## src/rtl/afc_pkg.sv

```systemverilog
package afc_pkg;

    typedef enum logic [1:0] {
        RTS_SOFT = 2'd0,
        RTS_OPEN = 2'd1,
        RTS_HELD = 2'd2
    } rts_state_e;

    typedef enum logic [1:0] {
        TXG_IDLE = 2'd0,
        TXG_BUSY = 2'd1,
        TXG_HOLD = 2'd2
    } txg_state_e;

    // Trigger level for a buffer of the given depth: 1, D/4, D/2, D-D/8.
    function automatic int unsigned trig_level(input int unsigned depth,
                                               input logic [1:0] sel);
        int unsigned lvl;
        unique case (sel)
            2'd0: lvl = 1;
            2'd1: lvl = depth / 4;
            2'd2: lvl = depth / 2;
            default: lvl = depth - depth / 8;
        endcase
        return lvl;
    endfunction

endpackage

```

## src/rtl/afc_rx_fifo.sv

```systemverilog
module afc_rx_fifo #(
    parameter int DATA_W  = 8,
    parameter int ERR_W   = 3,
    parameter int DEEP    = 64,
    parameter int SHALLOW = 16,
    localparam int WORD_W = DATA_W + ERR_W,
    localparam int PTR_W  = $clog2(DEEP),
    localparam int CNT_W  = $clog2(DEEP + 1)
) (
    input  logic              clk,
    input  logic              rst_n,
    input  logic              flush,
    input  logic              fifo_en,
    input  logic              depth64,
    input  logic              push,
    input  logic [WORD_W-1:0] push_word,
    input  logic              pop,
    output logic [WORD_W-1:0] head_word,
    output logic [CNT_W-1:0]  count,
    output logic              empty
);

    logic [WORD_W-1:0] mem [DEEP];
    logic [PTR_W-1:0]  wr_ptr, rd_ptr, ptr_mask;
    logic [CNT_W-1:0]  cap;
    logic              do_push, do_pop;

    always_comb begin
        if (!fifo_en)     cap = CNT_W'(1);
        else if (depth64) cap = CNT_W'(DEEP);
        else              cap = CNT_W'(SHALLOW);
        ptr_mask = PTR_W'(cap - CNT_W'(1));
    end

    assign do_pop  = pop && (count != '0) && !flush;
    assign do_push = push && !flush && ((count < cap) || do_pop);

    always_ff @(posedge clk) begin
        if (do_push) mem[wr_ptr] <= push_word;
    end

    always_ff @(posedge clk or negedge rst_n) begin
        if (!rst_n) begin
            wr_ptr <= '0;
            rd_ptr <= '0;
            count  <= '0;
        end else if (flush) begin
            wr_ptr <= '0;
            rd_ptr <= '0;
            count  <= '0;
        end else begin
            if (do_push) wr_ptr <= (wr_ptr + PTR_W'(1)) & ptr_mask;
            if (do_pop)  rd_ptr <= (rd_ptr + PTR_W'(1)) & ptr_mask;
            unique case ({do_push, do_pop})
                2'b10:   count <= count + CNT_W'(1);
                2'b01:   count <= count - CNT_W'(1);
                default: count <= count;
            endcase
        end
    end

    assign head_word = mem[rd_ptr];
    assign empty     = (count == '0);

endmodule

```

## src/rtl/afc_rts_ctrl.sv

```systemverilog
module afc_rts_ctrl
    import afc_pkg::*;
#(
    parameter int CNT_W = 7
) (
    input  logic             clk,
    input  logic             rst_n,
    input  logic             auto_en,
    input  logic             flush,
    input  logic [CNT_W-1:0] count,
    input  logic [CNT_W-1:0] trig,
    input  logic             empty,
    input  logic             sw_rts,
    output logic             rts_n,
    output rts_state_e       state
);

    rts_state_e next_state;

    always_ff @(posedge clk or negedge rst_n) begin
        if (!rst_n) state <= RTS_SOFT;
        else        state <= next_state;
    end

    always_comb begin
        next_state = state;
        unique case (state)
            RTS_SOFT: if (auto_en && !flush) next_state = RTS_OPEN;
            RTS_OPEN: begin
                if (!auto_en || flush)  next_state = RTS_SOFT;
                else if (count >= trig) next_state = RTS_HELD;
            end
            RTS_HELD: begin
                if (!auto_en || flush) next_state = RTS_SOFT;
                else if (empty)        next_state = RTS_OPEN;
            end
            default: next_state = RTS_SOFT;
        endcase
    end

    always_comb begin
        unique case (state)
            RTS_OPEN: rts_n = 1'b0;
            RTS_HELD: rts_n = 1'b1;
            default:  rts_n = !sw_rts;
        endcase
    end

endmodule

```

## src/rtl/afc_tx_gate.sv

```systemverilog
module afc_tx_gate
    import afc_pkg::*;
#(
    parameter int SYNC_STAGES = 2
) (
    input  logic       clk,
    input  logic       rst_n,
    input  logic       gate_en,
    input  logic       cts_n,
    input  logic       tx_start,
    input  logic       tx_end,
    output logic       start_ok,
    output logic       cts_ok,
    output txg_state_e state
);

    logic [SYNC_STAGES-1:0] sync_q;
    txg_state_e next_state;

    genvar g;
    generate
        for (g = 0; g < SYNC_STAGES; g++) begin : g_sync
            if (g == 0) begin : g_first
                always_ff @(posedge clk or negedge rst_n) begin
                    if (!rst_n) sync_q[0] <= 1'b0;
                    else        sync_q[0] <= !cts_n;
                end
            end else begin : g_next
                always_ff @(posedge clk or negedge rst_n) begin
                    if (!rst_n) sync_q[g] <= 1'b0;
                    else        sync_q[g] <= sync_q[g-1];
                end
            end
        end
    endgenerate

    assign cts_ok = sync_q[SYNC_STAGES-1];

    always_ff @(posedge clk or negedge rst_n) begin
        if (!rst_n) state <= TXG_IDLE;
        else        state <= next_state;
    end

    always_comb begin
        next_state = state;
        unique case (state)
            TXG_IDLE: begin
                if (gate_en && !cts_ok) next_state = TXG_HOLD;
                else if (tx_start)      next_state = TXG_BUSY;
            end
            TXG_BUSY: if (tx_end) next_state = TXG_IDLE;
            TXG_HOLD: if (!gate_en || cts_ok) next_state = TXG_IDLE;
            default:  next_state = TXG_IDLE;
        endcase
    end

    always_comb begin
        unique case (state)
            TXG_IDLE: start_ok = !gate_en || cts_ok;
            default:  start_ok = 1'b0;
        endcase
    end

endmodule

```

## src/rtl/uart_afc.sv

```systemverilog
module uart_afc
    import afc_pkg::*;
#(
    parameter int DATA_W      = 8,
    parameter int ERR_W       = 3,
    parameter int DEEP        = 64,
    parameter int SHALLOW     = 16,
    parameter int SYNC_STAGES = 2,
    localparam int CNT_W      = $clog2(DEEP + 1)
) (
    input  logic              clk,
    input  logic              rst_n,
    input  logic              fifo_en,
    input  logic              depth64,
    input  logic [1:0]        trig_sel,
    input  logic              auto_rts_en,
    input  logic              auto_cts_en,
    input  logic              sw_rts,
    input  logic              rx_push,
    input  logic [DATA_W-1:0] rx_push_data,
    input  logic [ERR_W-1:0]  rx_push_err,
    input  logic              rx_pop,
    output logic [DATA_W-1:0] rx_pop_data,
    output logic [ERR_W-1:0]  rx_pop_err,
    output logic [CNT_W-1:0]  rx_count,
    output logic              rx_empty,
    output logic              rts_n,
    input  logic              cts_n,
    input  logic              tx_start,
    input  logic              tx_end,
    output logic              tx_start_ok
);

    localparam int WORD_W = DATA_W + ERR_W;

    logic              fifo_en_q, depth64_q;
    logic              flush;
    logic [CNT_W-1:0]  trig;
    logic [WORD_W-1:0] head_word;
    logic              cts_ok;
    rts_state_e        rts_st;
    txg_state_e        txg_st;

    // Previous configuration, used only to detect a change.
    always_ff @(posedge clk) begin
        fifo_en_q <= fifo_en;
        depth64_q <= depth64;
    end

    assign flush = (fifo_en != fifo_en_q) || (depth64 != depth64_q);
    assign trig  = depth64 ? CNT_W'(trig_level(DEEP, trig_sel))
                           : CNT_W'(trig_level(SHALLOW, trig_sel));

    afc_rx_fifo #(
        .DATA_W (DATA_W),
        .ERR_W  (ERR_W),
        .DEEP   (DEEP),
        .SHALLOW(SHALLOW)
    ) u_fifo (
        .clk      (clk),
        .rst_n    (rst_n),
        .flush    (flush),
        .fifo_en  (fifo_en),
        .depth64  (depth64),
        .push     (rx_push),
        .push_word({rx_push_err, rx_push_data}),
        .pop      (rx_pop),
        .head_word(head_word),
        .count    (rx_count),
        .empty    (rx_empty)
    );

    assign rx_pop_data = head_word[DATA_W-1:0];
    assign rx_pop_err  = head_word[WORD_W-1:DATA_W];

    afc_rts_ctrl #(.CNT_W(CNT_W)) u_rts (
        .clk    (clk),
        .rst_n  (rst_n),
        .auto_en(fifo_en && auto_rts_en),
        .flush  (flush),
        .count  (rx_count),
        .trig   (trig),
        .empty  (rx_empty),
        .sw_rts (sw_rts),
        .rts_n  (rts_n),
        .state  (rts_st)
    );

    afc_tx_gate #(.SYNC_STAGES(SYNC_STAGES)) u_txg (
        .clk     (clk),
        .rst_n   (rst_n),
        .gate_en (fifo_en && auto_cts_en),
        .cts_n   (cts_n),
        .tx_start(tx_start),
        .tx_end  (tx_end),
        .start_ok(tx_start_ok),
        .cts_ok  (cts_ok),
        .state   (txg_st)
    );

endmodule

```

## config.mk

```make
export PLATFORM = sky130hd
export DESIGN_NAME = uart_afc
export DESIGN_NICKNAME = d
export VERILOG_FILES = /design/src/rtl/afc_pkg.sv /design/src/rtl/afc_rx_fifo.sv /design/src/rtl/afc_rts_ctrl.sv /design/src/rtl/afc_tx_gate.sv /design/src/rtl/uart_afc.sv
export SDC_FILE = /design/constraint.sdc
export NUM_CORES = 1
export LEC_CHECK = 0
export BUFFER_PORTS_ARGS = -buffer_cell sky130_fd_sc_hd__buf_2
export CAP_MARGIN = 20
export CORE_AREA = 2 2 230 232
export CTS_CLUSTER_SIZE = 24
export DETAILED_ROUTE_END_ITERATION = 8
export DIE_AREA = 0 0 232 234
export GPL_ROUTABILITY_DRIVEN = 0
export PLACE_DENSITY = 0.74
export SLEW_MARGIN = 20
export SYNTH_ARGS = -nofsm -noshare
export SYNTH_HDL_FRONTEND = slang
export SYNTH_SLANG_ARGS = --single-unit
```

## constraint.sdc

```tcl
create_clock -name clk -period 2.75 [get_ports clk]
set_input_delay 0.1375 -clock clk [delete_from_list [all_inputs] [get_ports clk]]
set_output_delay 0.1375 -clock clk [all_outputs]
set_load 0.01 [all_outputs]
```

## Word level (Yosys, flattened, before mapping)

Memory sizes are Yosys's and may differ from the RTL's.
Index checks and enable logic that the tools add are counted.

- Bits in writable memories: 704
- ROM bits: 0
- Input port bits: 25
- Bits in registers: 27
- Bits in latches: 0
- Memories kept: 1
- Output and inout port bits: 21

Memories:

| memory | depth | width | read ports | clocked after memory_dff | write ports | RTL line | text |
|---|---|---|---|---|---|---|---|
| u_fifo.mem | 64 | 11 | 1 | 0 | 1 | afc_rx_fifo.sv:23 | `logic [WORD_W-1:0] mem [DEEP];` |

- Divide/modulo/power cells: 0
- Shift operators: 0
- $lt $le $gt $ge: 2
- Mux-type cells: 26
- Bitwise gates (word level): 2
- Add/subtract/negate cells: 5
- Multiply operators: 0
- Equal/unequal tests: 16
- Reduce and logical (&&, ||, !) cells: 28

Operators by type and width:

| kind | number |
|---|---|
| 2-to-1 mux 7 bit | 4 |
| 2-to-1 mux 6 bit | 4 |
| 2-to-1 mux 2 bit | 9 |
| one-hot mux 6 bit (3 select lines) | 1 |
| one-hot mux 7 bit (2 select lines) | 1 |
| adder 6 x 1 -> 6 bit (second input constant) | 2 |
| AND 6 bit | 2 |
| one-hot mux 2 bit (3 select lines) | 2 |
| one-hot mux 4 bit (3 select lines) | 1 |
| equality test 2 x 1 -> 1 bit (second input constant) | 4 |
| equality test 2 bit (second input constant) | 4 |
| logical AND 1 bit | 8 |
| adder 7 x 1 -> 7 bit (second input constant) | 1 |
| >= comparator 7 bit | 1 |
| logical NOT 7 bit | 1 |
| < comparator 7 bit | 1 |
| nonzero test 7 bit | 1 |
| subtractor 7 x 1 -> 7 bit (second input constant) | 1 |
| logical NOT 1 bit | 6 |
| logical NOT 2 bit | 3 |
| inequality test 3 x 2 -> 1 bit (second input constant) | 2 |
| AND reduction 3 bit | 2 |
| subtractor 6 x 1 -> 6 bit (second input constant) | 1 |
| logical OR 1 bit | 4 |
| 8 further kinds | 13 |

## Longest topological paths before layout

- Depth in word-level cells: 9
- Mapped depth: 10
- Gate-level depth less buffers: 9

## Modules after synthesis

A second synthesis with hierarchy kept.

- Cell total of the unflattened synthesis: 1,439
- Area total of the unflattened synthesis: 29,321.9 µm²

By module, submodules not included:

| module | cells an instance | instances | area each (µm²) |
|---|---|---|---|
| afc_rx_fifo | 1,371 | 1 | 28,693.8 |
| afc_rts_ctrl | 42 | 1 | 355.3 |
| afc_tx_gate | 11 | 1 | 151.4 |
| uart_afc | 15 | 1 | 121.4 |

## Worst setup path after synthesis

OpenSTA, ideal clock, no wires.

- Path kind: flip-flop to flip-flop
- From: reg u_fifo.count[4]
- To: mem u_fifo.mem[56][0] (netlist bit), enable pin
- Slack: -0.305 ns
- Cell stages (with the launch flop): 7
- Period minus slack after synthesis: 3.055 ns
- Data arrival time: 2.676 ns
- Library setup time: 0.378 ns
- Cell sequence: dfrtp_1 > ha_1 > a211o_1 > a221o_1 > a2111oi_4 > nand2_1 > nor2_1

- Longest elaborated chain between the ends: 7
- Elaborated cells between the ends (all ways): 8
- Those cells by class: order compare: 1; mux: 2; reduce/logical: 5

Ends and longest elaborated chain:

| item | RTL line | text |
|---|---|---|
| start: declaration | afc_rx_fifo.sv:19 | `output logic [CNT_W-1:0] count,` |
| start signal: assignment | afc_rx_fifo.sv:55 | `2'b10: count <= count + CNT_W'(1);` |
| start signal: assignment | afc_rx_fifo.sv:56 | `2'b01: count <= count - CNT_W'(1);` |
| start signal: assignment | afc_rx_fifo.sv:57 | `default: count <= count;` |
| branches (longest 3 deep; another with < comparator 7 bit) | - |  |
| logical OR 1 bit (*) | afc_rx_fifo.sv:36 | `assign do_push = push && !flush && ((count < cap) \|\| do_pop);` |
| logical AND 1 bit (*) | afc_rx_fifo.sv:36 |  |
| 2-to-1 mux 1 bit (*) | afc_rx_fifo.sv:39 | `if (do_push) mem[wr_ptr] <= push_word;` |
| 2-to-1 mux 1 bit (not written as such) (*) | afc_rx_fifo.sv:39 |  |
| end: declaration | afc_rx_fifo.sv:23 |  |

Mark *: on every way between the ends.

## Worst setup path in the final report

- From: reg u_fifo.rd_ptr[0]
- To: out rx_pop_data[1]

- Longest elaborated chain between the ends: 1

Ends and longest elaborated chain:

| item | RTL line | text |
|---|---|---|
| start: declaration | afc_rx_fifo.sv:24 | `logic [PTR_W-1:0] wr_ptr, rd_ptr, ptr_mask;` |
| start signal: assignment | afc_rx_fifo.sv:53 | `if (do_pop) rd_ptr <= (rd_ptr + PTR_W'(1)) & ptr_mask;` |
| memory read (64 x 11 bit) | - |  |
| end: declaration | uart_afc.sv:23 | `output logic [DATA_W-1:0] rx_pop_data,` |

No other way between the ends.

==> results summary <==
The number of antenna violations at the first check in global routing came out at 0. The cell count after placement is 2211. The number of cells in the finished layout apart from fillers came out at 2426. The part of the total power dissipated in combinational logic came out at 3.0%. The H-tree was split into 3 levels. The total overflow reported by the global router is 0. In this run the biggest area consumer among cell types represents 73.6% of the synthesized area.

edfxtp_1 takes more of the synthesized area than any other cell. Input and output buffers added on the ports amount to 45. The internal power consumption came out at 17.4 mW. In this run the power spent charging and discharging nets is 4.53 mW. The final count of negative-setup-slack endpoints came out at 58.

The utilization after layout came out at 69.3%. The die width came out at 232 um. Of the total power, the clock network draws 41.1%. In this run the cell area measured after placement is 0.0320 mm^2. The HPWL after detailed placement is 40.3 mm. At the later pin of the worst-skew pair, clock insertion delay measures 0.62 ns. For this design the ratio of total power to cell area is 608 mW/mm^2. The run finished, with violations left.

In the routed layout, each cell is associated on average with a via count of 6.45. The maximum fanout count along the critical path came out at 8. The buffering stage count on the worst path with inverters included came out at 5. The top-level port count came out at 46. After the first detailed-routing iteration, the DRC count stood at 1940. In the routed design, unresolved DRC markers number 0. The largest stage delay on the critical path came out at 0.49 ns. The most used flip-flop cell after synthesis is edfxtp_1. The clock sink count came out at 731.

The post-route standard cell area excluding fillers came out at 0.0361 mm^2. The core area came out at 0.0520 mm^2. The area of the die came out at 0.0543 mm^2. The maximum number of pins on one net before global-route repair came out at 65. Counting flops with an async set or reset pin after synthesis yields a share of 3.42%. The transition time at the pin with the least slew margin is 1.06 ns. The ratio of final minimum period to clock period came out at 121%.

The share of layout cells above drive strength 1 came out at 43.0%. In the post-synthesis netlist, the cell with the most instances is edfxtp_1. STA classifies the critical path startpoint as a flip-flop. The first TritonRoute pass finished after 6 iterations. The number of nets handed over by synthesis was 1424. Across all setup checks in the final design, the least slack found is -0.582 ns. Synthesis produced a netlist whose cell count is 1379. The switching part of the total came out at 20.7%. The number of nets with antenna violations after routing came out at 0. For flop-to-flop paths, the worst setup slack is -0.11 ns. For this configuration, the core starts out at a cell density of 55.2%. The largest vdd supply drop came out at 0.000530 V. The repair_antennas step left the layout with diodes totalling 0. TritonCTS built the clock tree. The root buffer cell is clkbuf_16.

By count the netlist is led by edfxtp_1 (704), mux4_2 (179), nor2_1 (84). The routed design could run at a clock period as short as 3.33 ns. The share of the Yosys chip area taken by registers is 75.9%. The number of placement rows is 84. The highest achievable clock rate came out at 0.300 GHz.

The slowest stage of the critical path belongs to the cell dfrtp_4. The number of nets in the finished design is 1728. The capturing element type of the critical path is a primary output. The clock slew seen by the registers of the worst setup and hold paths came out at 0.06 ns. The number of slew-limit violations in the final report was 0. The final reports fail on negative setup slack. The number of vias in the routed layout is 15649. The worst-case clock buffer depth came out at 3. For this run, the total global-route usage over all layers was measured as 26.0%. The wire length of the first global-routing pass came out at 101 mm. The sequential group share of total power is 55.8%. For this block, the routed nets add up to 71.7 mm of wire. The start-to-end type of the worst setup path is flip-flop to primary output. The number of failing hold endpoints at the final stage came out at 0. The area of the mapped netlist is 0.0287 mm^2.

After synthesis, the cell types taking the most area are edfxtp_1 (74%), mux4_2 (14%), dfrtp_1 (2.2%). The setup clock skew after layout is 0.0200 ns. The number of buffers created by CTS came out at 71.

The number of flops mapped to enable cells by yosys is 704. In this run the worst hold path is classified as input port to flip-flop. The die outline height is 234 um. Traced cell by cell, the critical path runs through buf_8, buf_16, buf_4, buf_4, mux4_2, a22o_1, a221oi_2, o221ai_1, buf_2. The flip-flop and latch count after synthesis came out at 731.

The analysis attributes to cell leakage a power of 11.6 nW. The final routed wire length divided by cell count is 29.6 um. The worst pin sits at a relative slew slack of 29.4%.

The data required time at the worst endpoint is 2.61 ns. The count of yosys warnings during synthesis came out at 0. The total power consumption of the routed design came out at 21.9 mW.

For the worst setup path, the data arrival time is 3.19 ns. Grouping stages by cell kind, the critical path spends the most delay in buffers and inverters. Synthesis instantiated 58 different standard cells from the library. Setup repair after global routing could not meet its margin everywhere. Counting stages on the worst path, the most repeated cell is buf_4. The max-capacitance violation count came out at 0. The number of global-route vias before repair was 15483. The mean instance size in the synthesized netlist is 20.8 um^2. The relative area change from synthesis to final layout is 25.6%.
sequential cells by signal, summed over array words and instances (netlist names):
name / flops
u_fifo.count: 7
u_fifo.mem: 704
u_txg.state: 2
depth64_q: 1
u_fifo.wr_ptr: 6
u_fifo.rd_ptr: 6
fifo_en_q: 1
u_rts.state: 2
u_txg.cts_ok: 1
u_txg.sync_q: 1
final timing paths:
kind	from	depth (start not counted)	endpoint
min reg2reg	u_txg.sync_q[0]	0	u_txg.cts_ok
min	rx_push_data[5]	1	u_fifo.mem[55][5]
max reg2reg	u_fifo.count[0]	8	u_fifo.mem[54][0]
max	u_fifo.rd_ptr[0]	9	rx_pop_data[1]
min in group asynchronous	rst_n	2	u_txg.sync_q[0]
max in group asynchronous	rst_n	2	u_fifo.rd_ptr[1]
worst register-to-register path: cells and delay by family, from the launching register on:
| family | cells | cell delay (ns) |
|---|---|---|
| buf+inv | 3 | 0.63 |
| flops | 1 | 0.40 |
| compound gates | 2 | 0.74 |
| simple gates | 3 | 0.84 |
cells in the final DEF (no fill, tap or decap), types with 18 or more instances in the layout:
| master | instances |
|---|---|
| a22oi_1 | 19 |
| a22oi_2 | 26 |
| buf_12 | 72 |
| buf_2 | 44 |
| buf_4 | 114 |
| buf_6 | 45 |
| clkbuf_16 | 80 |
| clkinv_1 | 21 |
| dfrtp_1 | 20 |
| edfxtp_1 | 704 |
| mux4_2 | 179 |
| nand2_1 | 41 |
| nor2_1 | 18 |
| nor2_4 | 58 |
| o21ai_0 | 18 |
metrics by stage:
step / hold WS (ns) / setup slack [ns] / TNS [ns]
floorplan: -0.158 / -0.180 / -68.05
global placement: 0.169 / -0.0649 / -7.22
detailed placement: 0.196 / -0.123 / -13.91
CTS: 0.00182 / -0.536 / -13.06
global route: 0.0102 / -0.644 / -17.39
finish: 0.0142 / -0.582 / -7.60
routing by layer:
metal | track usage, % | vias to the layer above | part of all wire, %
met4 | 9.80 | 0 | 3.3
met3 | 3.83 | 134 | 7.6
met5 | 0 | - | 0
li1 | - | 6415 | -
met2 | 42.2 | 842 | 50
met1 | 36.3 | 8258 | 39
what timing repair did:
action,CTS,global route
endpoints found under the hold margin,38,0
hold buffers,8,0
setup buffers,33,26
endpoints found under the setup margin,309,695
gates cloned,6,17
gates resized for setup,77,151
pin swaps,26,53
power by group through the flow:
| stage | logic [mW] | registers (mW) | clock network, mW |
|---|---|---|---|
| 3_3_place_gp | 0.560 | 12.5 | 0 |
| 3_5_place_dp | 0.580 | 12.5 | 0 |
| 4_1_cts | 0.629 | 12.2 | 9.07 |
| 2_1_floorplan | 0.216 | 12.5 | 0 |
| 5_1_grt | 0.711 | 12.2 | 9.55 |
| 6_report | 0.665 | 12.2 | 9.02 |
area by class of cell:
type                            count  area (um^2)
Tap cell                          688          861
Clock inverter                     44          287
Sequential cell                   731        21800
Timing Repair Buffer              304         3600
Clock buffer                       84         1850
Fill cell                        3001        16000
Multi-Input combinational cell    565         7630
Inverter                           10         37.5
logic make-up after synthesis:
group,share of synthesized area [%]
buffers and inverters,1.20
adders and majority gates,0.897
and+or+nand+nor,3.12
muxes,14.7
AOI/OAI and AO/OA,4.16
DFF,75.9
xor gates and xnor gates,0.0610
Power figures use the tool's default switching activity.
